### config.mk
export PLATFORM = sky130hd
export DESIGN_NAME = mswr_top
export DESIGN_NICKNAME = d
export VERILOG_FILES = /design/src/rtl/mswr_pkg.sv /design/src/rtl/mswr_onehot.sv /design/src/rtl/mswr_decide.sv /design/src/rtl/mswr_next.sv /design/src/rtl/mswr_top.sv
export SDC_FILE = /design/constraint.sdc
export NUM_CORES = 1
export LEC_CHECK = 0
export ABC_AREA = 1
export ABC_CLOCK_PERIOD_IN_PS = 3600
export BUFFER_PORTS_ARGS = -buffer_cell sky130_fd_sc_hd__buf_2
export CAP_MARGIN = 20
export CORE_MARGIN = 2
export CORE_UTILIZATION = 43
export CTS_BUF_LIST = sky130_fd_sc_hd__clkbuf_16
export DETAILED_ROUTE_END_ITERATION = 12
export PLACE_DENSITY = 0.75
export SLEW_MARGIN = 20
export SYNTH_ARGS = -nofsm -noshare
export SYNTH_HDL_FRONTEND = slang
export SYNTH_SLANG_ARGS = --single-unit
### constraint.sdc
create_clock -name clk -period 3.6 [get_ports clk]
set_input_delay 0.54 -clock clk [delete_from_list [all_inputs] [get_ports clk]]
set_output_delay 0.54 -clock clk [all_outputs]
set_load 0.02 [all_outputs]
### src/rtl/mswr_pkg.sv
package mswr_pkg;

    typedef enum logic [1:0] {
        CAUSE_MODE_OFF   = 2'd0,
        CAUSE_BRANCH_WIN = 2'd1,
        CAUSE_PRIV       = 2'd2,
        CAUSE_RSVD       = 2'd3
    } trap_cause_e;

endpackage

### src/rtl/mswr_onehot.sv
module mswr_onehot #(
    parameter int W     = 16,
    parameter int IDX_W = 4
) (
    input  logic [IDX_W-1:0] idx,
    input  logic             en,
    output logic [W-1:0]     vec
);
    for (genvar i = 0; i < W; i++) begin : g_bit
        assign vec[i] = en && (idx == IDX_W'(i));
    end
endmodule

### src/rtl/mswr_decide.sv
module mswr_decide
    import mswr_pkg::*;
#(
    parameter int              MODE_W    = 16,
    parameter int              CNT_W     = 4,
    parameter int              IDX_W     = 4,
    parameter logic [MODE_W-1:0] PRIV_MASK = 16'h0003,
    parameter logic [MODE_W-1:0] RSV_MASK  = 16'hF000
) (
    input  logic [MODE_W-1:0] mode_q,
    input  logic [CNT_W-1:0]  cnt_q,
    input  logic              ret_valid,
    input  logic              ret_ext,
    input  logic [IDX_W-1:0]  ret_group,
    input  logic              ret_priv,
    input  logic              ret_nonseq,
    input  logic              ret_mset,
    input  logic [MODE_W-1:0] mset_mask,
    input  logic [MODE_W-1:0] mset_value,
    input  logic [MODE_W-1:0] load_bit,
    output logic              trap,
    output logic              allow,
    output trap_cause_e       cause
);
    logic [MODE_W-1:0] touched;
    logic [MODE_W-1:0] raised;
    logic              priv_bad;
    logic              rsv_bad;
    logic              off_bad;
    logic              win_bad;

    always_comb begin
        touched  = mset_mask | load_bit;
        raised   = (mset_mask & mset_value) | load_bit;
        priv_bad = ret_mset && !ret_priv && ((touched & PRIV_MASK) != '0);
        rsv_bad  = ret_mset && ((raised & RSV_MASK) != '0);
        off_bad  = ret_ext && !mode_q[ret_group];
        win_bad  = ret_nonseq && (cnt_q != '0);

        cause = CAUSE_MODE_OFF;
        if (priv_bad)      cause = CAUSE_PRIV;
        else if (rsv_bad)  cause = CAUSE_RSVD;
        else if (off_bad)  cause = CAUSE_MODE_OFF;
        else if (win_bad)  cause = CAUSE_BRANCH_WIN;

        trap  = ret_valid && (priv_bad || rsv_bad || off_bad || win_bad);
        allow = ret_valid && !trap;
    end
endmodule

### src/rtl/mswr_next.sv
module mswr_next #(
    parameter int                MODE_W   = 16,
    parameter int                CNT_W    = 4,
    parameter int                IDX_W    = 4,
    parameter logic [MODE_W-1:0] RSV_MASK = 16'hF000
) (
    input  logic [MODE_W-1:0] mode_q,
    input  logic [CNT_W-1:0]  cnt_q,
    input  logic [IDX_W-1:0]  cdi_q,
    input  logic              retire_ok,
    input  logic              ret_mset,
    input  logic [MODE_W-1:0] mset_mask,
    input  logic [MODE_W-1:0] mset_value,
    input  logic [CNT_W-1:0]  mset_count,
    input  logic [IDX_W-1:0]  mset_cd_idx,
    input  logic [MODE_W-1:0] load_bit,
    input  logic [MODE_W-1:0] expire_bit,
    input  logic              rest_valid,
    input  logic [MODE_W-1:0] rest_mode,
    input  logic [CNT_W-1:0]  rest_count,
    input  logic [IDX_W-1:0]  rest_cd_idx,
    output logic [MODE_W-1:0] mode_d,
    output logic [CNT_W-1:0]  cnt_d,
    output logic [IDX_W-1:0]  cdi_d
);
    always_comb begin
        mode_d = mode_q;
        cnt_d  = cnt_q;
        cdi_d  = cdi_q;
        if (rest_valid) begin
            mode_d = rest_mode & ~RSV_MASK;
            cnt_d  = rest_count;
            cdi_d  = rest_cd_idx;
        end else if (retire_ok && ret_mset) begin
            mode_d = (mode_q & ~mset_mask) | (mset_value & mset_mask) | load_bit;
            cnt_d  = mset_count;
            cdi_d  = mset_cd_idx;
        end else if (retire_ok && (cnt_q != '0)) begin
            cnt_d = cnt_q - CNT_W'(1);
            if (cnt_q == CNT_W'(1)) begin
                mode_d = mode_q & ~expire_bit;
            end
        end
    end
endmodule

### src/rtl/mswr_top.sv
module mswr_top
    import mswr_pkg::*;
#(
    parameter int                MODE_W    = 16,
    parameter int                CNT_W     = 4,
    parameter logic [MODE_W-1:0] PRIV_MASK = 16'h0003,
    parameter logic [MODE_W-1:0] RSV_MASK  = 16'hF000,
    localparam int               IDX_W     = $clog2(MODE_W)
) (
    input  logic              clk,
    input  logic              rst_n,
    input  logic              ret_valid,
    input  logic              ret_ext,
    input  logic [IDX_W-1:0]  ret_group,
    input  logic              ret_priv,
    input  logic              ret_nonseq,
    input  logic              ret_mset,
    input  logic [MODE_W-1:0] mset_mask,
    input  logic [MODE_W-1:0] mset_value,
    input  logic [CNT_W-1:0]  mset_count,
    input  logic [IDX_W-1:0]  mset_cd_idx,
    input  logic              rest_valid,
    input  logic [MODE_W-1:0] rest_mode,
    input  logic [CNT_W-1:0]  rest_count,
    input  logic [IDX_W-1:0]  rest_cd_idx,
    output logic              ins_allow,
    output logic              ins_trap,
    output logic [1:0]        trap_cause,
    output logic [MODE_W-1:0] save_mode,
    output logic [CNT_W-1:0]  save_count,
    output logic [IDX_W-1:0]  save_cd_idx
);
    typedef struct packed {
        logic [MODE_W-1:0] mode;
        logic [CNT_W-1:0]  cnt;
        logic [IDX_W-1:0]  cdi;
    } state_t;

    state_t            state_d;
    state_t            state_q;
    logic [MODE_W-1:0] load_bit;
    logic [MODE_W-1:0] expire_bit;
    logic [MODE_W-1:0] mode_n;
    logic [CNT_W-1:0]  cnt_n;
    logic [IDX_W-1:0]  cdi_n;
    logic              trap_w;
    logic              allow_w;
    trap_cause_e       cause_w;

    mswr_onehot #(.W(MODE_W), .IDX_W(IDX_W)) u_load_sel (
        .idx (mset_cd_idx),
        .en  (mset_count != '0),
        .vec (load_bit)
    );

    mswr_onehot #(.W(MODE_W), .IDX_W(IDX_W)) u_expire_sel (
        .idx (state_q.cdi),
        .en  (1'b1),
        .vec (expire_bit)
    );

    mswr_decide #(
        .MODE_W(MODE_W), .CNT_W(CNT_W), .IDX_W(IDX_W),
        .PRIV_MASK(PRIV_MASK), .RSV_MASK(RSV_MASK)
    ) u_decide (
        .mode_q     (state_q.mode),
        .cnt_q      (state_q.cnt),
        .ret_valid  (ret_valid),
        .ret_ext    (ret_ext),
        .ret_group  (ret_group),
        .ret_priv   (ret_priv),
        .ret_nonseq (ret_nonseq),
        .ret_mset   (ret_mset),
        .mset_mask  (mset_mask),
        .mset_value (mset_value),
        .load_bit   (load_bit),
        .trap       (trap_w),
        .allow      (allow_w),
        .cause      (cause_w)
    );

    mswr_next #(
        .MODE_W(MODE_W), .CNT_W(CNT_W), .IDX_W(IDX_W), .RSV_MASK(RSV_MASK)
    ) u_next (
        .mode_q      (state_q.mode),
        .cnt_q       (state_q.cnt),
        .cdi_q       (state_q.cdi),
        .retire_ok   (allow_w),
        .ret_mset    (ret_mset),
        .mset_mask   (mset_mask),
        .mset_value  (mset_value),
        .mset_count  (mset_count),
        .mset_cd_idx (mset_cd_idx),
        .load_bit    (load_bit),
        .expire_bit  (expire_bit),
        .rest_valid  (rest_valid),
        .rest_mode   (rest_mode),
        .rest_count  (rest_count),
        .rest_cd_idx (rest_cd_idx),
        .mode_d      (mode_n),
        .cnt_d       (cnt_n),
        .cdi_d       (cdi_n)
    );

    always_comb begin
        state_d      = state_q;
        state_d.mode = mode_n;
        state_d.cnt  = cnt_n;
        state_d.cdi  = cdi_n;
    end

    always_ff @(posedge clk) begin
        if (!rst_n) state_q <= '0;
        else        state_q <= state_d;
    end

    assign ins_allow   = allow_w;
    assign ins_trap    = trap_w;
    assign trap_cause  = cause_w;
    assign save_mode   = state_q.mode;
    assign save_count  = state_q.cnt;
    assign save_cd_idx = state_q.cdi;
endmodule

; ---- Word-level counts from Yosys, hierarchy flattened
; Index checks and enable logic that the tools add are counted.
[totals]
ff_bits = 24
in_bits = 76
out_inout_bits = 28
elab_cells = 107
[op_classes]
addsub = 1
magnitude_cmp = 1
n_eq_ne = 31
mux = 15
bitwise_logic = 10
reduce_logical = 45
[ops]
columns = op, n
row1 = "== test 4 bit, second input constant", 16
row2 = AND 16 bit, 3
row3 = two-way mux 16 bit, 3
row4 = bitwise OR 16 bit, 3
row5 = "== test 4 x 3 -> 1 bit, second input constant", 8
row6 = inverter 16 bit, 2
row7 = nonzero test 16 bit, 2
row8 = logical AND 1 bit, 25
row9 = two-way mux 4 bit, 5
row10 = "== test 4 x 2 -> 1 bit, second input constant", 4
row11 = "== test 4 x 1 -> 1 bit, second input constant", 3
row12 = two-way mux 12 bit, 1
row13 = logical NOT 4 bit, 2
row14 = nonzero test 4 bit, 2
row15 = two-way mux 2 bit, 3
row16 = nonzero test 2 bit, 3
row17 = nonzero test 3 bit, 2
row18 = "< comparator 4 x 5 -> 1 bit, second input constant", 1
row19 = binary-select mux 1 bit (select 4 bit), 1
row20 = AND reduction 2 bit, 2
row21 = "subtractor 4 x 1 -> 4 bit, second input constant", 1
row22 = logical NOT 1 bit, 3
row23 = logical OR 1 bit, 3
row24 = two-way mux 1 bit, 2
row25 = other kinds (3), 3

; ---- Logic depth before layout (Yosys ltp)
[logic_depth]
ltp_word = 15
depth_mapped = 17

; ---- Modules after synthesis
; From an unflattened synthesis, not the netlist that was laid out.
[hier_totals]
hier_cells = 453
hier_area_um2 = 2413.6
[modules_own_cells]
columns = module, n_inst, cells_each, area_each_um2
row1 = mswr_next, 1, 242, 1134.8
row2 = mswr_top, 1, 78, 698.2
row3 = mswr_decide, 1, 69, 327.8
row4 = mswr_onehot, 2, 32, 126.4

; ---- Worst setup path before layout
; OpenSTA, ideal clock, no wires.
[synth_timing]
kind = input port to output port
startpoint = input port ret_group[0]
endpoint = output port ins_trap
arrival_time_ns = 1.770
required_ns = 3.060
setup_slack_ns = 1.290
path_stages = 9
path_buffers = 2
path_cell_list = buf_2 > o211ai_1 > nand2_1 > nor2_1 > nor2_1 > nor2_1 > nor2_4 > buf_2 > nor2_1
[synth_between]
elab_chain_cells = 7
[synth_lines]
columns = item, line
row1 = from (decl), mswr_top.sv:14  ; input logic [IDX_W-1:0] ret_group,
row2 = binary-select mux 1 bit (select 4 bit), mswr_decide.sv:37  ; off_bad = ret_ext && !mode_q[ret_group];
row3 = two-way mux 1 bit (implied by the code), mswr_decide.sv:37
row4 = logical NOT 1 bit, mswr_decide.sv:37
row5 = logical AND 1 bit, mswr_decide.sv:37
row6 = logical OR 1 bit (2 in a row), mswr_decide.sv:46  ; trap = ret_valid && (priv_bad || rsv_bad || off_bad || win_bad);
row7 = logical AND 1 bit, mswr_decide.sv:46
row8 = to (decl), mswr_top.sv:27  ; output logic ins_trap,
; Every way passes these cells. The select of a mux whose other input is x is not followed.

; ---- Worst setup path after layout
[layout_timing]
startpoint = input port mset_count[2]
endpoint = register state_q, in the netlist save_mode[6]
[layout_between]
elab_chain_cells = 14
[layout_lines]
columns = item, line
row1 = from (decl), mswr_top.sv:20  ; input logic [CNT_W-1:0] mset_count,
row2 = nonzero test 4 bit (*), mswr_top.sv:52  ; .en (mset_count != '0),
row3 = logical AND 1 bit, mswr_onehot.sv:10  ; assign vec[i] = en && (idx == IDX_W'(i));
row4 = bitwise OR 2 bit or bitwise OR 16 bit (tied branches), "mswr_decide.sv:33, mswr_decide.sv:34"
row5 = nonzero test 16 bit (on tied branches), "mswr_decide.sv:35, mswr_decide.sv:36"
row6 = logical AND 1 bit (on tied branches), "mswr_decide.sv:35, mswr_decide.sv:36"
row7 = logical OR 1 bit (3 in a row), mswr_decide.sv:46
row8 = logical AND 1 bit, mswr_decide.sv:46
row9 = logical NOT 1 bit, mswr_decide.sv:47  ; allow = ret_valid && !trap;
row10 = logical AND 1 bit, mswr_decide.sv:47
row11 = logical AND 1 bit (on tied branches), "mswr_next.sv:38, mswr_next.sv:34"
row12 = nonzero test 3 bit (no source line) or two-way mux 16 bit (tied branches), --
row13 = AND reduction 2 bit (no source line) or two-way mux 12 bit (tied branches), --
row14 = to (signal assigned), mswr_top.sv:114  ; else state_q <= state_d;
row15 = to (decl), mswr_top.sv:40  ; state_t state_q;
; Mark *: on every way between the ends. The rest lies on a longest branch, timed or not.
; A chain may end at the register's enable or synchronous reset.

==> flow_metrics.tcl <==
set metrics [dict create \
    drt_pass1_iterations 6 \
    antenna_found_initial 0 \
    worstMarginPinSlew_ps 465 \
    p_sw_frac 0.345 \
    overflow 0 \
    grt_pass1_wl_um 11400 \
    core_um2 5040 \
    period_share 0.760 \
    die_height_um 75.8 \
    setup_violations 0 \
    max_freq_ghz 0.366 \
    vias 2903 \
    path_common_cell "nand2_1" \
    final_cell_mix "nand2_1 (117), buf_2 (99), nor2_1 (69)" \
    syn_to_final_growth_pct 28.3 \
    place_area_um2 2740 \
    clk_pin_slew_ps 70 \
    fin_nets 571 \
    cap_violations 0 \
    dieArea_um2 5750 \
    seqPwrFrac 0.323 \
    first_global_vias 2577 \
    power.share.clock 0.338 \
    synthTopCellsByArea "dfxtp_1 (22%), nand2_1 (20%), nor2_1 (12%)" \
    drc_errors 0 \
    drive_above_1_share 0.242 \
    synth.largest_area_cell "dfxtp_1" \
    synth_nets 479 \
    cts_resized 0 \
    leakage_nw 1.58 \
    worstSetupStartpointType "primary input" \
    fin_tns_setup_ps 0 \
    synth_seq_area_share 0.217 \
    postRouteWirelength_um 7400 \
    synth-seq-cells 24 \
    start_util 0.440 \
    grt_max_degree 24 \
    slowest_delay_ps 360 \
    ys_types 31 \
    cts-root-buf "clkbuf_16" \
    row_count 26 \
    grt_usage 0.257 \
    crit_path_end_kind "flop" \
    syn_area_um2 2220 \
    via_per_inst 5.17 \
    cts_tree "done" \
    cts_post_setup_buffers_inserted 0 \
    clock-sinks 24 \
    path_class "primary input to flop" \
    cp_max_fo 23 \
    final_common_cell "nand2_1" \
    status "finished, final reports clean" \
    clk_path_buf_depth 2 \
    fin_crit_ps 2740 \
    arrival_ps 2890 \
    htreeDepth 1 \
    cts_hold_buf 0 \
    synthCells 400 \
    rsz0062_at_grt "no" \
    io_buffers 99 \
    p_int_mw 0.627 \
    path_cells "buf_2 > nor2_2 > nand2_2 > nand2_1 > nand2_1 > nor2_1 > nand2_1 > nand2_1 > nand3_2 > nor2_4 > nand3_4 > nand2_2 > inv_2 > nand2_4 > inv_1 > nor2_1 > nor2_1" \
    p_sw_mw 0.330 \
    drt_first_iter_violations 174 \
    hpwl_um 5770 \
    clk_latency_ps 260 \
    final_antenna_net_count 0 \
    ys.warnings.count 0 \
    peakVddDrop_mv 0.193 \
    gp_congestion 0.891 \
    io_pins 104 \
    p_comb_frac 0.339 \
    wl_per_cell_um 13.2 \
    fin_area_um2 2850 \
    hold_class "flop to flop" \
    p_per_area_nw_per_um2 336 \
    slew_headroom 0.690 \
    numCtsBuffers 3 \
    report.final.slew_viol_count 0 \
    die_x_um 75.8 \
    hold_viol 0 \
    fin_worst_skew_ps 6.01 \
    yosysTopAreaCellShare 0.217 \
    cp.required_ps 3760 \
    slowest_stage "nand3_4" \
    syn-mean-instance-area_um2 5.54 \
    antennaDiodeCount 0 \
]
-- Yosys cell counts --
cell type	instances
a221oi_1	8
inv_2	3
nand3b_1	1
and2_1	1
nand2_4	1
o21ai_1	10
buf_6	1
xor2_1	1
inv_1	45
nor2_4	2
buf_4	2
o211ai_1	4
clkbuf_1	7
o21ai_0	32
buf_2	3
nand3_1	27
a21oi_1	8
nand3_4	1
nor2_2	2
nand4_1	12
nand2_2	2
nor2_1	69
nand3_2	1
ha_1	3
a31oi_1	7
or2_2	2
clkinv_1	2
nand2_1	117
mux2_2	1
xnor2_1	1
dfxtp_1	24
-- critical path, delay by kind of cell --
family,cells,cell delay [ps]
AND/OR/NAND/NOR,14,1980
buffers and inverters,3,360
-- power groups by stage --
| stage | clock [mW] | sequential, mW | combinational, mW |
|---|---|---|---|
| 3_3_place_gp | 0 | 0.314 | 0.317 |
| 2_1_floorplan | 0 | 0.336 | 0.187 |
| 6_report | 0.324 | 0.309 | 0.324 |
| 4_1_cts | 0.328 | 0.309 | 0.322 |
| 5_1_grt | 0.337 | 0.312 | 0.365 |
| 3_5_place_dp | 0 | 0.315 | 0.321 |
-- area by class of cell --
type,count,area [µm²]
clock inverter,1,30.0
multi-input combinational,313,1480
fill,529,2200
inverter,50,188
sequential,24,480
tap,70,87.6
clock buffer,3,75.1
timing repair buffer,100,503
-- worst paths after layout --
kind                                   start                    endpoint  slack (ps)  depth (start not counted)
hold reg to reg   save_count[0]$_SDFFE_PN0P_  save_count[0]$_SDFFE_PN0P_         510                          2
setup / recovery               mset_count[2]   save_mode[6]$_SDFFE_PN0P_         860                         17
setup reg to reg   save_mode[4]$_SDFFE_PN0P_   save_mode[6]$_SDFFE_PN0P_        1090                         15
hold / removal    save_count[0]$_SDFFE_PN0P_  save_count[0]$_SDFFE_PN0P_         510                          2
-- cell families (layout without fill, tap and decap cells) --
family | Yosys count | in the layout | synth area share
simple gates | 238 | 238 | 0.460
compound gates | 69 | 69 | 0.178
buf+inv | 63 | 154 | 0.115
flops | 24 | 24 | 0.217
fa+ha+maj | 3 | 3 | 0.0169
xor+xnor | 2 | 2 | 0.00790
mux | 1 | 1 | 0.00508
-- sequential cells by signal (all words and copies together), names as in the netlist --
name / count
save_count: 4
save_mode: 16
save_cd_idx: 4
-- stage by stage --
stage / setup slack (ps) / power (mW) / cells / hold slack (ps) / utilization
finish: 864 / 0.957 / 561 / 506 / 0.564
global route: 589 / 1.01 / 561 / 547 / 0.564
CTS: 879 / 0.960 / 561 / 504 / 0.564
detailed placement: 607 / 0.635 / 557 / 493 / 0.543
global placement: 649 / 0.631 / 557 / 488 / 0.543
floorplan: 1290 / 0.522 / 400 / 567 / -
-- layer usage --
layer	track usage	part of all wire	vias up
li1	-	-	1479
met5	0	0	-
met4	0.113	0.028	0
met2	0.429	0.48	146
met3	0.0423	0.075	23
met1	0.324	0.42	1255
No activity file was read; power rests on OpenSTA's default activity.
